<file path="config.mk">
export PLATFORM = sky130hd
export DESIGN_NAME = i2c_cond_ctrl
export DESIGN_NICKNAME = d
export VERILOG_FILES = /design/src/rtl/i2c_cond_pkg.sv /design/src/rtl/i2c_bus_monitor.sv /design/src/rtl/i2c_ack_decide.sv /design/src/rtl/i2c_cond_seq.sv /design/src/rtl/i2c_cond_ctrl.sv
export SDC_FILE = /design/constraint.sdc
export NUM_CORES = 1
export LEC_CHECK = 0
export CAP_MARGIN = 0
export CORE_ASPECT_RATIO = 1.1
export CORE_MARGIN = 2
export CORE_UTILIZATION = 35
export CTS_CLUSTER_DIAMETER = 50
export DETAILED_ROUTE_END_ITERATION = 10
export GPL_ROUTABILITY_DRIVEN = 0
export SLEW_MARGIN = 20
export SYNTH_ARGS = -nofsm -noshare
export SYNTH_HDL_FRONTEND = slang
export SYNTH_HIERARCHICAL = 1
export SYNTH_SLANG_ARGS = --single-unit
</file>
<file path="constraint.sdc">
create_clock -name clk -period 2.1 [get_ports clk]
set_input_delay 0.63 -clock clk [delete_from_list [all_inputs] [get_ports clk]]
set_output_delay 0.63 -clock clk [all_outputs]
set_load 0.02 [all_outputs]
</file>
<file path="src/rtl/i2c_cond_pkg.sv">
package i2c_cond_pkg;

  // Phases of a condition sequence
  typedef enum logic [2:0] {
    SEQ_IDLE   = 3'd0,
    SEQ_RS_SDA = 3'd1,  // repeated start: SDA released, SCL still low
    SEQ_RS_SCL = 3'd2,  // repeated start: both wires released
    SEQ_START  = 3'd3,  // SDA low with SCL high
    SEQ_STOP   = 3'd4   // SCL released with SDA low
  } seq_state_t;

endpackage

</file>
<file path="src/rtl/i2c_bus_monitor.sv">
module i2c_bus_monitor #(
  parameter int SYNC_STAGES = 2
) (
  input  logic clk,
  input  logic rst,
  input  logic scl_in,
  input  logic sda_in,
  output logic bus_busy
);

  localparam int LAST = SYNC_STAGES - 1;

  logic [SYNC_STAGES-1:0] scl_chain;
  logic [SYNC_STAGES-1:0] sda_chain;
  logic sda_prev;
  logic scl_s, sda_s;
  logic sda_fall, sda_rise;

  // Synchronizer chain, one stage per generate step; an idle bus is high
  for (genvar g = 0; g < SYNC_STAGES; g++) begin : g_sync
    if (g == 0) begin : g_first
      always_ff @(posedge clk) begin
        if (rst) begin
          scl_chain[0] <= 1'b1;
          sda_chain[0] <= 1'b1;
        end else begin
          scl_chain[0] <= scl_in;
          sda_chain[0] <= sda_in;
        end
      end
    end else begin : g_next
      always_ff @(posedge clk) begin
        if (rst) begin
          scl_chain[g] <= 1'b1;
          sda_chain[g] <= 1'b1;
        end else begin
          scl_chain[g] <= scl_chain[g-1];
          sda_chain[g] <= sda_chain[g-1];
        end
      end
    end
  end

  assign scl_s    = scl_chain[LAST];
  assign sda_s    = sda_chain[LAST];
  assign sda_fall = sda_prev & ~sda_s & scl_s;
  assign sda_rise = ~sda_prev & sda_s & scl_s;

  always_ff @(posedge clk) begin
    if (rst) begin
      sda_prev <= 1'b1;
      bus_busy <= 1'b0;
    end else begin
      sda_prev <= sda_s;
      if (sda_fall)      bus_busy <= 1'b1;
      else if (sda_rise) bus_busy <= 1'b0;
    end
  end


  busy_set_scl_high_chk: assert property (@(posedge clk) disable iff (rst)
    $rose(bus_busy) |-> $past(scl_s));


  busy_clr_sda_high_chk: assert property (@(posedge clk) disable iff (rst)
    $fell(bus_busy) |-> $past(scl_s && sda_s));

endmodule

</file>
<file path="src/rtl/i2c_ack_decide.sv">
module i2c_ack_decide (
  input  logic clk,
  input  logic rst,
  input  logic ack_check_en,
  input  logic ack_valid,
  input  logic ack_bit,
  output logic ack_status,
  output logic halt_xfer
);

  logic nack_q;

  always_ff @(posedge clk) begin
    if (rst)                nack_q <= 1'b0;
    else if (!ack_check_en) nack_q <= 1'b0;
    else if (ack_valid)     nack_q <= ack_bit;
  end

  assign ack_status = nack_q & ack_check_en;
  assign halt_xfer  = ack_status;


  nack_from_strobe_chk: assert property (@(posedge clk) disable iff (rst)
    $rose(nack_q) |-> $past(ack_valid && ack_bit && ack_check_en));


  ack_ignored_chk: assert property (@(posedge clk) disable iff (rst)
    (!ack_check_en && !$past(ack_check_en)) |-> !nack_q);

endmodule

</file>
<file path="src/rtl/i2c_cond_seq.sv">
module i2c_cond_seq
  import i2c_cond_pkg::*;
#(
  parameter int HOLD_CYCLES = 8
) (
  input  logic clk,
  input  logic rst,
  input  logic start_req,
  input  logic stop_req,
  output logic active,
  output logic owned,
  output logic scl_low,
  output logic sda_low
);

  localparam int CW = $clog2(HOLD_CYCLES + 1);
  localparam logic [CW-1:0] LOAD = CW'(HOLD_CYCLES - 1);

  seq_state_t    st;
  logic [CW-1:0] cnt;
  logic          cnt_done;

  assign cnt_done = (cnt == '0);
  assign active   = (st != SEQ_IDLE);

  always_ff @(posedge clk) begin
    if (rst) begin
      st      <= SEQ_IDLE;
      cnt     <= '0;
      owned   <= 1'b0;
      scl_low <= 1'b0;
      sda_low <= 1'b0;
    end else begin
      unique case (st)
        SEQ_IDLE: begin
          if (start_req) begin
            cnt <= LOAD;
            if (owned) begin
              sda_low <= 1'b0;
              st      <= SEQ_RS_SDA;
            end else begin
              sda_low <= 1'b1;
              st      <= SEQ_START;
            end
          end else if (stop_req && owned) begin
            cnt     <= LOAD;
            scl_low <= 1'b0;
            st      <= SEQ_STOP;
          end
        end
        SEQ_RS_SDA: begin
          if (cnt_done) begin
            scl_low <= 1'b0;
            cnt     <= LOAD;
            st      <= SEQ_RS_SCL;
          end else cnt <= cnt - 1'b1;
        end
        SEQ_RS_SCL: begin
          if (cnt_done) begin
            sda_low <= 1'b1;
            cnt     <= LOAD;
            st      <= SEQ_START;
          end else cnt <= cnt - 1'b1;
        end
        SEQ_START: begin
          if (cnt_done) begin
            scl_low <= 1'b1;
            owned   <= 1'b1;
            st      <= SEQ_IDLE;
          end else cnt <= cnt - 1'b1;
        end
        SEQ_STOP: begin
          if (cnt_done) begin
            sda_low <= 1'b0;
            owned   <= 1'b0;
            st      <= SEQ_IDLE;
          end else cnt <= cnt - 1'b1;
        end
        default: st <= SEQ_IDLE;
      endcase
    end
  end


  start_hold_chk: assert property (@(posedge clk) disable iff (rst)
    (st == SEQ_START) |-> (sda_low && !scl_low));


  stop_hold_chk: assert property (@(posedge clk) disable iff (rst)
    (st == SEQ_STOP) |-> (sda_low && !scl_low));


  rs_sda_first_chk: assert property (@(posedge clk) disable iff (rst)
    (st == SEQ_RS_SDA) |-> (scl_low && !sda_low));


  rs_both_free_chk: assert property (@(posedge clk) disable iff (rst)
    (st == SEQ_RS_SCL) |-> (!scl_low && !sda_low));


  idle_lines_chk: assert property (@(posedge clk) disable iff (rst)
    (st == SEQ_IDLE) |-> (scl_low == owned && sda_low == owned));


  busy_ignores_req_chk: assert property (@(posedge clk) disable iff (rst)
    (active && (st != SEQ_START) && (st != SEQ_STOP)) |=> active);

endmodule

</file>
<file path="src/rtl/i2c_cond_ctrl.sv">
module i2c_cond_ctrl #(
  parameter int HOLD_CYCLES = 8,
  parameter int SYNC_STAGES = 2
) (
  input  logic clk,
  input  logic rst,
  input  logic reg_wr,
  input  logic wr_busy,
  input  logic wr_prohibit,
  input  logic master_mode,
  input  logic transmit_mode,
  input  logic ack_check_en,
  input  logic ack_valid,
  input  logic ack_bit,
  input  logic scl_in,
  input  logic sda_in,
  output logic scl_pull_n,
  output logic sda_pull_n,
  output logic bus_busy,
  output logic rd_prohibit,
  output logic seq_active,
  output logic ack_status,
  output logic halt_xfer
);

  logic wr_take;
  logic start_req, stop_req;
  logic owned, scl_low, sda_low;

  // Prohibit acts as a strobe gate; slave mode and a running sequence block writes
  assign wr_take   = reg_wr && !wr_prohibit && master_mode && !seq_active;
  assign start_req = wr_take && wr_busy && transmit_mode;
  assign stop_req  = wr_take && !wr_busy;

  i2c_cond_seq #(.HOLD_CYCLES(HOLD_CYCLES)) u_seq (
    .clk       (clk),
    .rst       (rst),
    .start_req (start_req),
    .stop_req  (stop_req),
    .active    (seq_active),
    .owned     (owned),
    .scl_low   (scl_low),
    .sda_low   (sda_low)
  );

  i2c_bus_monitor #(.SYNC_STAGES(SYNC_STAGES)) u_mon (
    .clk      (clk),
    .rst      (rst),
    .scl_in   (scl_in),
    .sda_in   (sda_in),
    .bus_busy (bus_busy)
  );

  i2c_ack_decide u_ack (
    .clk          (clk),
    .rst          (rst),
    .ack_check_en (ack_check_en),
    .ack_valid    (ack_valid),
    .ack_bit      (ack_bit),
    .ack_status   (ack_status),
    .halt_xfer    (halt_xfer)
  );

  assign scl_pull_n  = ~scl_low;
  assign sda_pull_n  = ~sda_low;
  assign rd_prohibit = 1'b1;


  lines_hold_chk: assert property (@(posedge clk) disable iff (rst)
    (!seq_active && !(reg_wr && !wr_prohibit)) |=> $stable({scl_pull_n, sda_pull_n}));


  slave_quiet_chk: assert property (@(posedge clk) disable iff (rst)
    (!seq_active && !master_mode) |=> !seq_active);

endmodule

</file>
; ---- Word-level counts from Yosys, hierarchy flattened
; Index checks and enable logic that the tools add are counted.
[totals]
regBits = 17
in_bits = 12
output_inout_bits = 7
elab_cells = 86
[op_classes]
reduce_logical = 26
n_eq_ne = 14
n_bitwise = 10
muxes = 23
add_sub_neg = 1
[op_table]
columns = op, count
row1 = 4-bit two-way mux, 4
row2 = 3-bit two-way mux, 5
row3 = 2-bit by 1-bit inequality test with 1-bit output (second input constant), 6
row4 = 3-bit one-hot mux with 4 select lines, 1
row5 = 4-bit one-hot mux with 3 select lines, 1
row6 = 3-bit nonzero test, 4
row7 = 1-bit two-way mux, 8
row8 = 4-bit AND reduction, 2
row9 = 1-bit logical AND, 7
row10 = 3-bit by 2-bit equality test with 1-bit output (second input constant), 2
row11 = 2-bit inequality test (second input constant), 3
row12 = 1-bit one-hot mux with 3 select lines, 2
row13 = 3-bit AND reduction, 2
row14 = 2-bit OR reduction, 3
row15 = 1-bit AND, 5
row16 = 1-bit NOT, 5
row17 = 5-bit AND reduction, 1
row18 = 4-bit logical NOT, 1
row19 = 2-bit nonzero test, 2
row20 = 4-bit by 1-bit subtractor with 4-bit output (second input constant), 1
row21 = 3-bit by 1-bit equality test with 1-bit output (second input constant), 1
row22 = 3-bit equality test (second input constant), 1
row23 = 1-bit logical NOT, 3
row24 = 3-bit logical NOT, 1
row25 = other kinds (3), 3

; ---- Logic depth before layout (Yosys ltp)
; Gate-level depths: netlist (run 1).
[depth]
depth_word = 9
depth_mapped = 8
depth_no_buf = 8

; ---- By module
; The synthesis (run 1) kept the hierarchy.
[by_module_without_submodules]
columns = mod, cells_per_inst, n_inst, seq_area_each_um2, area_each_um2
row1 = i2c_cond_seq, 75, 1, 200.2, 600.6
row2 = i2c_bus_monitor, 15, 1, 120.1, 185.2
row3 = i2c_ack_decide, 5, 1, 20.0, 56.3
row4 = i2c_cond_ctrl, 7, 1, 0.0, 43.8

; ---- Least setup slack after synthesis (run 1)
; OpenSTA, ideal clock, no wires.
[synth_timing]
path_type = register to register
startpoint = register u_seq.st[1]
endpoint = register u_seq.cnt[1]
slack_ns = -0.025
stages_incl_launch_ff = 9
period_less_slack_ns = 2.125
setup_ns = 0.095
n_path_buf = 0
arrival_ns = 2.030
required_ns = 2.005
cell_sequence = dfxtp_1 > nor3_1 > inv_1 > and4bb_2 > and3_1 > a21oi_1 > a32oi_1 > nand3_1 > a221oi_1
[synth_between]
elab_chain_cells = 7
elab_cells_between_ends = 20
classes_between = eq/ne: 6 / mux: 2 / reduce/logical: 12
[synth_lines]
columns = element, line_no
row1 = from (decl), i2c_cond_seq.sv:19  ; seq_state_t st;
row2 = from (signal assigned), i2c_cond_seq.sv:28  ; st <= SEQ_IDLE;
row3 = from (signal assigned), i2c_cond_seq.sv:40  ; st <= SEQ_RS_SDA;
row4 = from (signal assigned), i2c_cond_seq.sv:43  ; st <= SEQ_START;
row5 = 3-bit nonzero test (*), i2c_cond_seq.sv:24  ; assign active = (st != SEQ_IDLE);
row6 = net seq_active, i2c_cond_ctrl.sv:21  ; output logic seq_active,
row7 = 1-bit logical NOT (*), i2c_cond_ctrl.sv:31  ; assign wr_take = reg_wr && !wr_prohibit && master_mode && !seq_active;
row8 = 1-bit logical AND (*), i2c_cond_ctrl.sv:31
row9 = 1-bit logical AND (*) (2 in a row), i2c_cond_ctrl.sv:32  ; assign start_req = wr_take && wr_busy && transmit_mode;
row10 = net start_req, i2c_cond_ctrl.sv:27  ; logic start_req, stop_req;
row11 = 3-bit by 2-bit inequality test with 1-bit output (no line) or 4-bit two-way mux (tied branches), -
row12 = 3-bit AND reduction (no line) or 4-bit one-hot mux with 3 select lines (tied branches), -
row13 = to (signal assigned), i2c_cond_seq.sv:63  ; end else cnt <= cnt - 1'b1;
row14 = to (signal assigned), i2c_cond_seq.sv:70  ; end else cnt <= cnt - 1'b1;
row15 = to (signal assigned), i2c_cond_seq.sv:77  ; end else cnt <= cnt - 1'b1;
row16 = to (decl), i2c_cond_seq.sv:20  ; logic [CW-1:0] cnt;
; The timed path passes the listed nets; every way through them passes the cells marked *.
; A chain may end at the register's enable or synchronous reset.

; ---- Final worst setup path (run 1)
[layout_timing]
startpoint = input ack_check_en
endpoint = output ack_status
[layout_between]
elab_chain_cells = 1
[layout_lines]
columns = element, line_no
row1 = from (decl), i2c_cond_ctrl.sv:12  ; input logic ack_check_en,
row2 = 1-bit AND, i2c_ack_decide.sv:19  ; assign ack_status = nack_q & ack_check_en;
row3 = to (decl), i2c_cond_ctrl.sv:22  ; output logic ack_status,
; Every way passes these cells.

==> qor.yml, run 1 <==
run_status:
  status: "completed"
synthesis:
  synth_top_area_share_pct: 38.42
  syn_inst: 102
  syn_nets: 115
  yosysUniqueCellTypes: 41
  ys_seq_area_share_pct: 38.42
  synth_area_leaders: "dfxtp_1, a21oi_1, inv_1"
  synth_area_um2: 885.9
  ys_ff_latch: 17
  synth_top_area_cell: "dfxtp_1"
  yosys_warnings: 6
  avgSynthCellArea_um2: 8.685
job:
  cap_violations: 0
power_and_ir_drop:
  vdd_drop_max_v: 0.0003904
  leakage_nw: 0.5029
  finalPower_uw: 773.1
  power_density_nw_per_um2: 644.3
worst_setup_path:
  path_class: "primary input to primary output"
  cp-end-kind: "primary output"
  path_cells: "clkdlybuf4s50_1, and2_1, clkbuf_2"
  required_ns: 1.47
  cp_max_fo: 2
  worst-path-buf-inv: 2
  crit_family: "buffers and inverters"
  crit_start: "ack_check_en"
  critPathLaunchType: "primary input"
  critical-path-slowest-cell: "clkdlybuf4s50_1"
  slowest_delay_ns: 0.46
  regToRegStartpoint: "u_seq/cnt[1]$_SDFFE_PP0P_"
  cp.arrival_ns: 1.39
floorplan:
  fp.dieW_um: 51.97
  dieArea_um2: 2950
  core_um2: 2449
  fp.dieH_um: 56.77
  pin_count: 19
  rows: 19
  initial_core_util_pct: 36.18
detailed_routing:
  drc_errors: 0
  post_drt_wl_per_cell_um: 12.31
  drtIter0Drc: 19
  routed_wl_um: 1958
  via_per_inst: 5.346
  vias: 850
  ant_nets: 0
  dr.pass1.iters: 4
layout:
  area_growth_pct: 35.45
  drive_gt1_share_pct: 25.78
  nets: 142
  antenna_cells: 0
  design_area_um2: 1200
clocking:
  htree_levels: 1
  cts_buffers: 3
  clock_latency_ns: 0.29
  cts_tree: "done"
  cts-hold-fix-buffers: 0
  clk_pin_slew_ns: 0.09
  cts.sinks: 17
  clk_path_buf_depth: 2
  root_buffer: "clkbuf_4"
grt:
  overflow: 0
  antenna_found_initial: 0
  grt_pass1_wl_um: 3174
  grtUsageTotal_pct: 14.00
  grt_pass1_vias: 792
  grt_max_degree: 14
timing:
  max_freq_mhz: 494.4
  worst_pin_slew_ns: 0.6123
  final.period_utilization_pct: 96.31
  finClkSkew_ns: 0.006258
  slew_headroom_pct: 58.75
  slew_violations: 0
  finalSetupViolations: 0
  min_period_ns: 2.023
  hold_viol: 0
placed_design:
  port_buffers: 17
  place_area_um2: 1135
  hpwl_um: 1390
worst_hold_path:
  min_from: "u_mon/scl_chain[0]$_SDFF_PP1_"
  hold_class: "flop to flop"
-- through the flow --
stage	setup slack (ns)	hold slack (ns)	setup TNS [ns]	cells	utilization, %
6_report	0.07745	0.4142	0	159	49.00
5_1_grt	-0.01527	0.4514	-0.01527	159	49.00
4_1_cts	-0.08100	0.4209	-0.1613	158	47.57
3_5_place_dp	-0.3575	0.3978	-2.268	154	46.35
3_3_place_gp	-0.3508	0.3877	-2.066	154	46.35
2_1_floorplan	0.004430	0.3832	0	102	-
-- cells in the mapped netlist (all sizes together) --
| cell | count |
|---|---|
| mux2 | 1 |
| or4bb | 1 |
| nor4 | 1 |
| and4bb | 1 |
| nand3 | 1 |
| conb | 1 |
| a221oi | 1 |
| dfxtp | 17 |
| clkbuf | 2 |
| a32oi | 1 |
| nor3 | 4 |
| buf | 4 |
| or3b | 1 |
| inv | 8 |
| nor2 | 7 |
| nor3b | 2 |
| a211o | 2 |
| o31ai | 2 |
| a211oi | 3 |
| mux2i | 2 |
| ha | 1 |
| or2 | 5 |
| nand2b | 2 |
| a41o | 1 |
| and3 | 3 |
| o32ai | 1 |
| maj3 | 1 |
| o21a | 1 |
| a22oi | 1 |
| and2 | 1 |
| a31oi | 3 |
| o2111ai | 1 |
| o21ai | 5 |
| a21oi | 6 |
| nand2 | 5 |
| nor2b | 3 |
-- cells in the final DEF, fill, tap and decap left out, drive strengths merged, types with 2 or more instances in the layout --
cell type / n
dfxtp: 17
a21oi: 6
or2: 5
nand2b: 2
clkdlybuf4s50: 11
a31oi: 3
buf: 11
o21ai: 5
nor2: 7
nor2b: 3
dlymetal6s2s: 3
a211oi: 3
a211o: 2
inv: 8
clkbuf: 6
and3: 3
nor3: 4
nand2: 5
nor3b: 2
o31ai: 2
mux2i: 2
-- layout make-up --
cell class                 count  area (um2)
clock buffer                   4       26.28
inverter                       8       30.03
sequential                    17       340.3
tap                           31       38.79
timing repair buffer          28       249.0
fill                         230        1249
multi-input combinational     71       515.5
-- state kept, by name, indices dropped and copies added (netlist names) --
signal           cells
u_mon/scl_chain      1
u_mon/sda_prev       1
u_mon/sda_s          1
u_seq/sda_low        1
u_seq/owned          1
u_seq/cnt            4
u_seq/scl_low        1
u_seq/st             3
u_mon/sda_chain      1
u_ack/nack_q         1
u_mon/bus_busy       1
u_mon/scl_s          1
-- logic make-up (layout without fill, tap and decap cells) --
| logic type | count (synthesis) | count (layout) | synth area share, % |
|---|---|---|---|
| AOI/OAI and AO/OA | 28 | 28 | 22.32 |
| adders and majority gates | 2 | 2 | 2.683 |
| buffers and inverters | 14 | 40 | 7.344 |
| DFF | 17 | 17 | 38.42 |
| muxes | 3 | 3 | 3.531 |
| other | 1 | 1 | 0.4233 |
| and+or+nand+nor | 37 | 37 | 25.28 |
-- where the power goes --
group	total, mW	switching [mW]	leakage [nW]	internal (mW)
registers	0.364	0.0178	0.139	0.346
clock network	0.175	0.101	0.0150	0.0738
logic	0.235	0.115	0.349	0.119
-- path summary, 6_finish.rpt --
path,slack (ns),end,depth (start not counted)
max,0.08,ack_status,3
min,0.41,u_mon/scl_s$_SDFF_PP1_,1
max reg2reg,0.12,u_seq/cnt[3]$_SDFFE_PP0P_,6
min reg2reg,0.41,u_mon/scl_s$_SDFF_PP1_,1
-- timing repair --
item                       in CTS  in global routing
buffers inserted                0                  1
pin swaps                       0                  6
cloned                          0                  0
setup endpoints to repair       4                  5
gates resized for setup         5                 12
-- metal layers --
layer | part of all wire [%] | vias up | global-route usage [%]
li1 | - | 417 | -
met1 | 43 | 399 | 16.64
met2 | 50 | 28 | 24.23
met3 | 5.0 | 6 | 2.394
met4 | 2.0 | 0 | 5.639
met5 | 0 | - | 0
Note: power is estimated with default switching activity, not from simulation.
==> run 2, diff against run 1 <==
--- a/config.mk
+++ b/config.mk
@@ -8,10 +8,11 @@
 export CAP_MARGIN = 0
 export CORE_ASPECT_RATIO = 1.1
 export CORE_MARGIN = 2
-export CORE_UTILIZATION = 35
+export CORE_UTILIZATION = 44
 export CTS_CLUSTER_DIAMETER = 50
 export DETAILED_ROUTE_END_ITERATION = 10
 export GPL_ROUTABILITY_DRIVEN = 0
+export PLACE_DENSITY = 0.73
 export SLEW_MARGIN = 20
 export SYNTH_ARGS = -nofsm -noshare
 export SYNTH_HDL_FRONTEND = slang
==> run 2 against run 1 <==
Effect of this change:
- hold slack got worse by 0.00050 ns
- wire length fell by 6.1%
- setup slack got worse by 0.011 ns
- register-to-register slack got worse by 0.03 ns
- critical path type unchanged
- largest power group unchanged
- highest routed layer unchanged
==> qor.yml, run 2 (synthesized netlist as in run 1, its figures left out) <==
worst_setup_path:
  slowest_delay_ns: 0.46  # about the same
  rr_worst_depth: 6  # unchanged
  cp_max_fo: 2  # unchanged
  critPathLaunchType: "primary input"
  cp-end-kind: "primary output"
  critical-path-slowest-cell: "clkdlybuf4s50_1"
  cp.arrival_ns: 1.40  # about the same
  required_ns: 1.47  # about the same
  path_class: "primary input to primary output"
  path_cells: "clkdlybuf4s50_1, and2_1, clkbuf_2"
detailed_routing:
  met3_length_um: 84  # -14%
  routed_wl_um: 1838  # -6.1%
  drtIter0Drc: 20  # +1
  dr.pass1.iters: 4  # unchanged
  vias: 840  # -1.2%
  m1WireLength_um: 802  # -4.3%
  post_drt_wl_per_cell_um: 11.94  # -3.1%
  top_layer: "met4"
  route.met2.wl_um: 941  # -4.0%
  drc_errors: 0  # unchanged
  via_per_inst: 5.455  # +2.0%
  ant_nets: 0  # unchanged
clocking:
  clk_pin_slew_ns: 0.09  # about the same
  htree_levels: 1  # unchanged
  clock_latency_ns: 0.28  # about the same
  post_cts_buffers: 0  # unchanged
  clk_path_buf_depth: 2  # unchanged
  root_buffer: "clkbuf_4"
  cts_buffers: 3  # unchanged
  cts.sinks: 17  # unchanged
  cts_tree: "done"
layout:
  nets: 140  # -1.4%
  reg_top3: "u_seq/cnt: 4 flops, u_seq/st: 3 flops"
  drive_gt1_share_pct: 25.40  # -0.38 points
  largest_reg_flops: 4  # unchanged
  design_area_um2: 1170  # -2.5%
  mostFrequentLayoutCells: "dfxtp_1, clkdlybuf4s50_1, buf_4, inv_1, nor2_1"
  fin_cells: 154  # -3.1%
  largest-register: "u_seq/cnt"
  layout_commonest_cell: "dfxtp_1"
  fillerInstances: 185  # -20%
  antenna_cells: 0  # unchanged
  area_growth_pct: 32.06
floorplan:
  fp.dieH_um: 51.06  # -10%
  initial_core_util_pct: 45.27  # +9.1 points
  rows: 17  # -2
  core_um2: 1957  # -20%
  dieArea_um2: 2389  # -19%
  pin_count: 19  # unchanged
  fp.dieW_um: 46.78  # -10%
job:
  cap_violations: 0  # unchanged
timing:
  finClkSkew_ns: 0.001928  # -0.004330 ns
  slew_violations: 0  # unchanged
  final.period_utilization_pct: 96.84  # +0.53 points
  hold_viol: 0  # unchanged
  min_period_ns: 2.034  # +0.01104 ns
  slew_headroom_pct: 62.73  # +4.0 points
  finalSetupViolations: 0  # unchanged
  worst_pin_slew_ns: 0.5533  # -0.05907 ns
  max_freq_mhz: 491.7  # -0.54%
  hold_slack_ns: 0.4137  # -0.0005030 ns
run_status:
  status: "completed"
grt:
  grtUsageTotal_pct: 17.02  # +3.0 points
  grt_pass1_wl_um: 3015  # -5.0%
  overflow: 0  # unchanged
  antenna_found_initial: 0  # unchanged
  grt_max_degree: 14  # unchanged
  grt_pass1_vias: 747  # -5.7%
worst_hold_path:
  hold_class: "flop to flop"
  hold_depth: 1  # unchanged
placed_design:
  port_buffers: 17  # unchanged
  place_inst: 150  # -2.6%
  place_area_um2: 1124  # -0.99%
  hpwl_um: 1350  # -2.9%
power_and_ir_drop:
  power_density_nw_per_um2: 655.0  # +1.7%
  vdd_drop_max_v: 0.0004140  # +6.0%
  finalPower_uw: 766.2  # -0.89%
  leakage_nw: 0.4660  # -7.3%
[run 2: critical path, delay by kind of cell]
family                 cells  cell delay, ns
AND/OR/NAND/NOR            1            0.14
buffers and inverters      2            0.63
[run 2: power breakdown]
part / total (mW) / switching, mW / internal, mW
clock network: 0.169 / 0.0987 / 0.0706
logic: 0.233 / 0.114 / 0.120
registers: 0.364 / 0.0176 / 0.346
[run 2: per-layer routing]
metal  vias up  GRT usage [%]
met5         -              0
met2        23          27.85
met3         2          3.887
met1       399          20.83
met4         0          6.944
li1        416              -
[run 2: area by class of cell]
type / instances / area [um2] / area share (%)
Clock buffer: 3 / 22.52 / 1.925
Clock inverter: 1 / 5.005 / 0.4278
Inverter: 8 / 30.03 / 2.567
Multi-Input combinational cell: 71 / 509.2 / 43.53
Sequential cell: 17 / 340.3 / 29.09
Tap cell: 28 / 35.03 / 2.995
Timing Repair Buffer: 26 / 227.7 / 19.47
[run 2: per-stage QoR]
| stage | setup WS [ns] | util, % | TNS (ns) |
|---|---|---|---|
| 2_1_floorplan | 0.004430 | - | 0 |
| 6_report | 0.06642 | 59.78 | 0 |
| 4_1_cts | -0.1014 | 58.63 | -0.2010 |
| 3_5_place_dp | -0.3748 | 57.42 | -1.878 |
| 5_1_grt | -0.01078 | 59.78 | -0.01887 |
| 3_3_place_gp | -0.3500 | 57.42 | -1.592 |
[run 2: path summary, 6_finish.rpt]
check                                     start                        end  slack (ns)
setup reg to reg      u_seq/cnt[1]$_SDFFE_PP0P_  u_seq/cnt[3]$_SDFFE_PP0P_        0.09
setup / recovery                   ack_check_en                 ack_status        0.07
hold / removal    u_mon/scl_chain[0]$_SDFF_PP1_     u_mon/scl_s$_SDFF_PP1_        0.41
hold reg to reg   u_mon/scl_chain[0]$_SDFF_PP1_     u_mon/scl_s$_SDFF_PP1_        0.41
[run 2: what timing repair did]
item,4_1_cts,5_1_grt
hold buffers,0,0
endpoints found under the hold margin,0,0
resized for setup,3,11
pin swaps,0,4
setup endpoints to repair,3,7
==> run 3, diff against run 2 <==
--- a/config.mk
+++ b/config.mk
@@ -16,5 +16,4 @@
 export SLEW_MARGIN = 20
 export SYNTH_ARGS = -nofsm -noshare
 export SYNTH_HDL_FRONTEND = slang
-export SYNTH_HIERARCHICAL = 1
 export SYNTH_SLANG_ARGS = --single-unit
==> run 3 against run 2 <==
Effect of this change:
- sequential power rose by 5%
- clock power is 7% higher
- sequential share of layout area up 0.60 points
- hold slack improved by 0.0020 ns
- global-route usage shrank 0.19 points
- cell count shrank 1.3%
- non-clock buffer count decreased by 1
- largest cell class unchanged
- clock-buffer cell count unchanged
- largest power group unchanged
- clock skew rose by 0.0094 ns
- final area down 2.0%
- die area increased by 1.8%
- maximum frequency increased by 0.30%
==> qor.yml, run 3 <==
grt:
  busiest_layer: "met2"
  groute.layer.met2.usage_pct: 24.43  # -3.4 points
  overflow: 0  # unchanged
  grt_pass1_wl_um: 2835  # -6.0%
  antenna_found_initial: 0  # unchanged
  met1_usage_pct: 20.17  # -0.66 points
  grt_pass1_vias: 709  # -5.1%
  grtUsageTotal_pct: 16.83  # -0.19 points
  grt_util_met3_pct: 4.861  # +0.97 points
  grt_max_degree: 16  # +2
timing:
  finClkSkew_ns: 0.01132  # +0.009394 ns
  hold_viol: 0  # unchanged
  rsz0062_at_grt: "no"
  slew_violations: 0  # unchanged
  max_freq_mhz: 493.2  # +0.30%
  final.period_utilization_pct: 96.54  # -0.29 points
  finalSetupViolations: 0  # unchanged
  hold_slack_ns: 0.4156  # +0.001958 ns
  min_period_ns: 2.027  # -0.006167 ns
floorplan:
  core_um2: 1978  # +1.1%
  rows: 17  # unchanged
  pin_count: 19  # unchanged
  dieArea_um2: 2432  # +1.8%
  fp.dieW_um: 47.20  # +0.90%
  initial_core_util_pct: 45.67  # +0.40 points
  fp.dieH_um: 51.52  # +0.90%
clocking:
  clk_pin_slew_ns: 0.09  # about the same
  root_buffer: "clkbuf_4"
  clock_latency_ns: 0.30  # +0.02 ns
  cts_tree: "done"
  cts-hold-fix-buffers: 0  # unchanged
  cts_buffers: 3  # unchanged
  clk_path_buf_depth: 2  # unchanged
  htree_levels: 1  # unchanged
  cts.sinks: 17  # unchanged
  post_cts_buffers: 0  # unchanged
synthesis:
  synth_edf_count: 0  # unchanged
  async_reset_ff_share_pct: 0  # unchanged
  synth_top_area_share_pct: 37.67  # -0.74 points
  ys_seq_area_share_pct: 37.67  # -0.74 points
  synth_area_leaders: "dfxtp_1, a21oi_1, nor2_1"
  syn_inst: 104  # +2.0%
  yosys_most_used_dff: "dfxtp_1"
  synth_area_um2: 903.4  # +2.0%
  avgSynthCellArea_um2: 8.686  # about the same
  synth_most_common_cell: "dfxtp_1"
  ys_ff_latch: 17  # unchanged
  synthTopCellsByCount: "dfxtp_1, a21oi_1, nor2_1"
  synth_top_area_cell: "dfxtp_1"
  yosys_warnings: 0  # -6
  yosysUniqueCellTypes: 44  # +7.3%
  syn_nets: 117  # +1.7%
layout:
  area_growth_pct: 26.87
  mostFrequentLayoutCells: "dfxtp_1, clkdlybuf4s50_1, a21oi_1, nor2_1, buf_4"
  antenna_cells: 0  # unchanged
  layout_commonest_cell: "dfxtp_1"
  reg_top3: "u_seq.cnt: 4 flops, u_seq.st: 3 flops"
  final_core_util_pct: 57.94  # -1.8 points
  largest-register: "u_seq.cnt"
  fillerInstances: 181  # -2.2%
  drive_gt1_share_pct: 20.97  # -4.4 points
  nets: 138  # -1.4%
  largest_reg_flops: 4  # unchanged
detailed_routing:
  routed_wl_um: 1703  # -7.3%
  drtIter0Drc: 20  # unchanged
  drc_errors: 0  # unchanged
  post_drt_wl_per_cell_um: 11.20  # -6.1%
  ant_nets: 0  # unchanged
  via_per_inst: 5.132  # -5.9%
  vias: 780  # -7.1%
  dr.pass1.iters: 4  # unchanged
power_and_ir_drop:
  power_density_nw_per_um2: 808.7  # +23%
  vdd_drop_max_v: 0.0004413  # +6.6%
  leakage_nw: 0.4311  # -7.5%
worst_setup_path:
  required_ns: 1.47  # about the same
  critPathLaunchType: "primary input"
  rr_worst_depth: 7  # +1
  cp_max_fo: 2  # unchanged
  cp.arrival_ns: 1.40  # about the same
  cp-end-kind: "primary output"
  path_class: "primary input to primary output"
placed_design:
  hpwl_um: 1260  # -6.7%
  port_buffers: 17  # unchanged
worst_hold_path:
  hold_class: "flop to flop"
  hold_depth: 1  # unchanged
job:
  cap_violations: 0  # unchanged
run_status:
  status: "completed"
## run 3: cell types whose count changed in the layout (fill, tap and decap cells not counted), moves of 2 or more
cell       change
o21ai_0        -2
a31oi_1        -3
a21oi_1        +4
or2_1          -3
a2111oi_0      +2
or2_2          +4
xnor2_1        +2
a211o_1        -2
nor2_1         +2
o21ai_1        +3
nand2_1        -3
## run 3: power by group
group          total, mW  switching [mW]  internal [mW]
sequential         0.383          0.0268          0.357
combinational      0.363           0.184          0.179
clock              0.181           0.110         0.0710
## run 3: cell type report
| cell class | instances | area [um2] | share of cell area, % |
|---|---|---|---|
| multi-input cells | 72 | 501.7 | 43.78 |
| flip-flops and latches | 17 | 340.3 | 29.69 |
| repair buffers | 25 | 219.0 | 19.10 |
| well taps | 28 | 35.03 | 3.057 |
| clock buffers | 3 | 22.52 | 1.965 |
| inverters | 6 | 22.52 | 1.965 |
| clock inverters | 1 | 5.005 | 0.4367 |
## run 3: critical path, stage by stage
cell,delay (ns)
clkdlybuf4s50_1,0.46
and2_1,0.14
clkbuf_2,0.17
## run 3: metal layers
layer | up-vias | share of wire [%]
li1 | 403 | -
met1 | 363 | 46
met4 | 0 | 2.1
met3 | 4 | 4.1
met2 | 10 | 48
met5 | - | 0
## run 3: cells by family (layout without fill, tap and decap cells)
kind of cell / after synthesis / count (layout) / share of synthesized area (%)
buffers and inverters: 15 / 35 / 7.478
AND/OR/NAND/NOR: 35 / 35 / 23.27
multiplexers: 3 / 3 / 4.709
XOR/XNOR: 3 / 3 / 2.909
other: 1 / 1 / 0.4151
adder cells (fa/ha/maj): 2 / 2 / 2.631
flip-flops: 17 / 17 / 37.67
AO/OA/AOI/OAI: 28 / 28 / 20.91
## run 3: final timing paths
kind / from / to / slack [ns]
setup / recovery: ack_check_en / ack_status / 0.07
hold / removal: u_mon.sda_chain[0]$_SDFF_PP1_ / u_mon.sda_s$_SDFF_PP1_ / 0.42
setup reg to reg: u_seq.cnt[1]$_SDFFE_PP0P_ / u_seq.cnt[3]$_SDFFE_PP0P_ / 0.12
hold reg to reg: u_mon.sda_chain[0]$_SDFF_PP1_ / u_mon.sda_s$_SDFF_PP1_ / 0.42
## run 3: per-stage QoR
| stage | instances | setup TNS, ns | power (mW) | area [um2] | setup WS [ns] |
|---|---|---|---|---|---|
| 3_5_place_dp | 148 | -0.7939 | 0.7493 | 1124 | -0.3727 |
| 6_report | 152 | 0 | 0.9269 | 1146 | 0.07258 |
| 5_1_grt | 152 | 0 | 0.9902 | 1146 | 0.02132 |
| 2_1_floorplan | 104 | 0 | 0.6421 | 903.4 | 0.2633 |
| 4_1_cts | 152 | -0.1865 | 0.9269 | 1147 | -0.09480 |
| 3_3_place_gp | 148 | -0.7888 | 0.7416 | 1124 | -0.3525 |
## run 3: repair_timing
action / 4_1_cts / 5_1_grt
gates cloned: 0 / 0
endpoints found under the setup margin: 3 / 5
pin swaps: 0 / 0
endpoints found under the hold margin: 0 / 0
gates resized for setup: 3 / 5
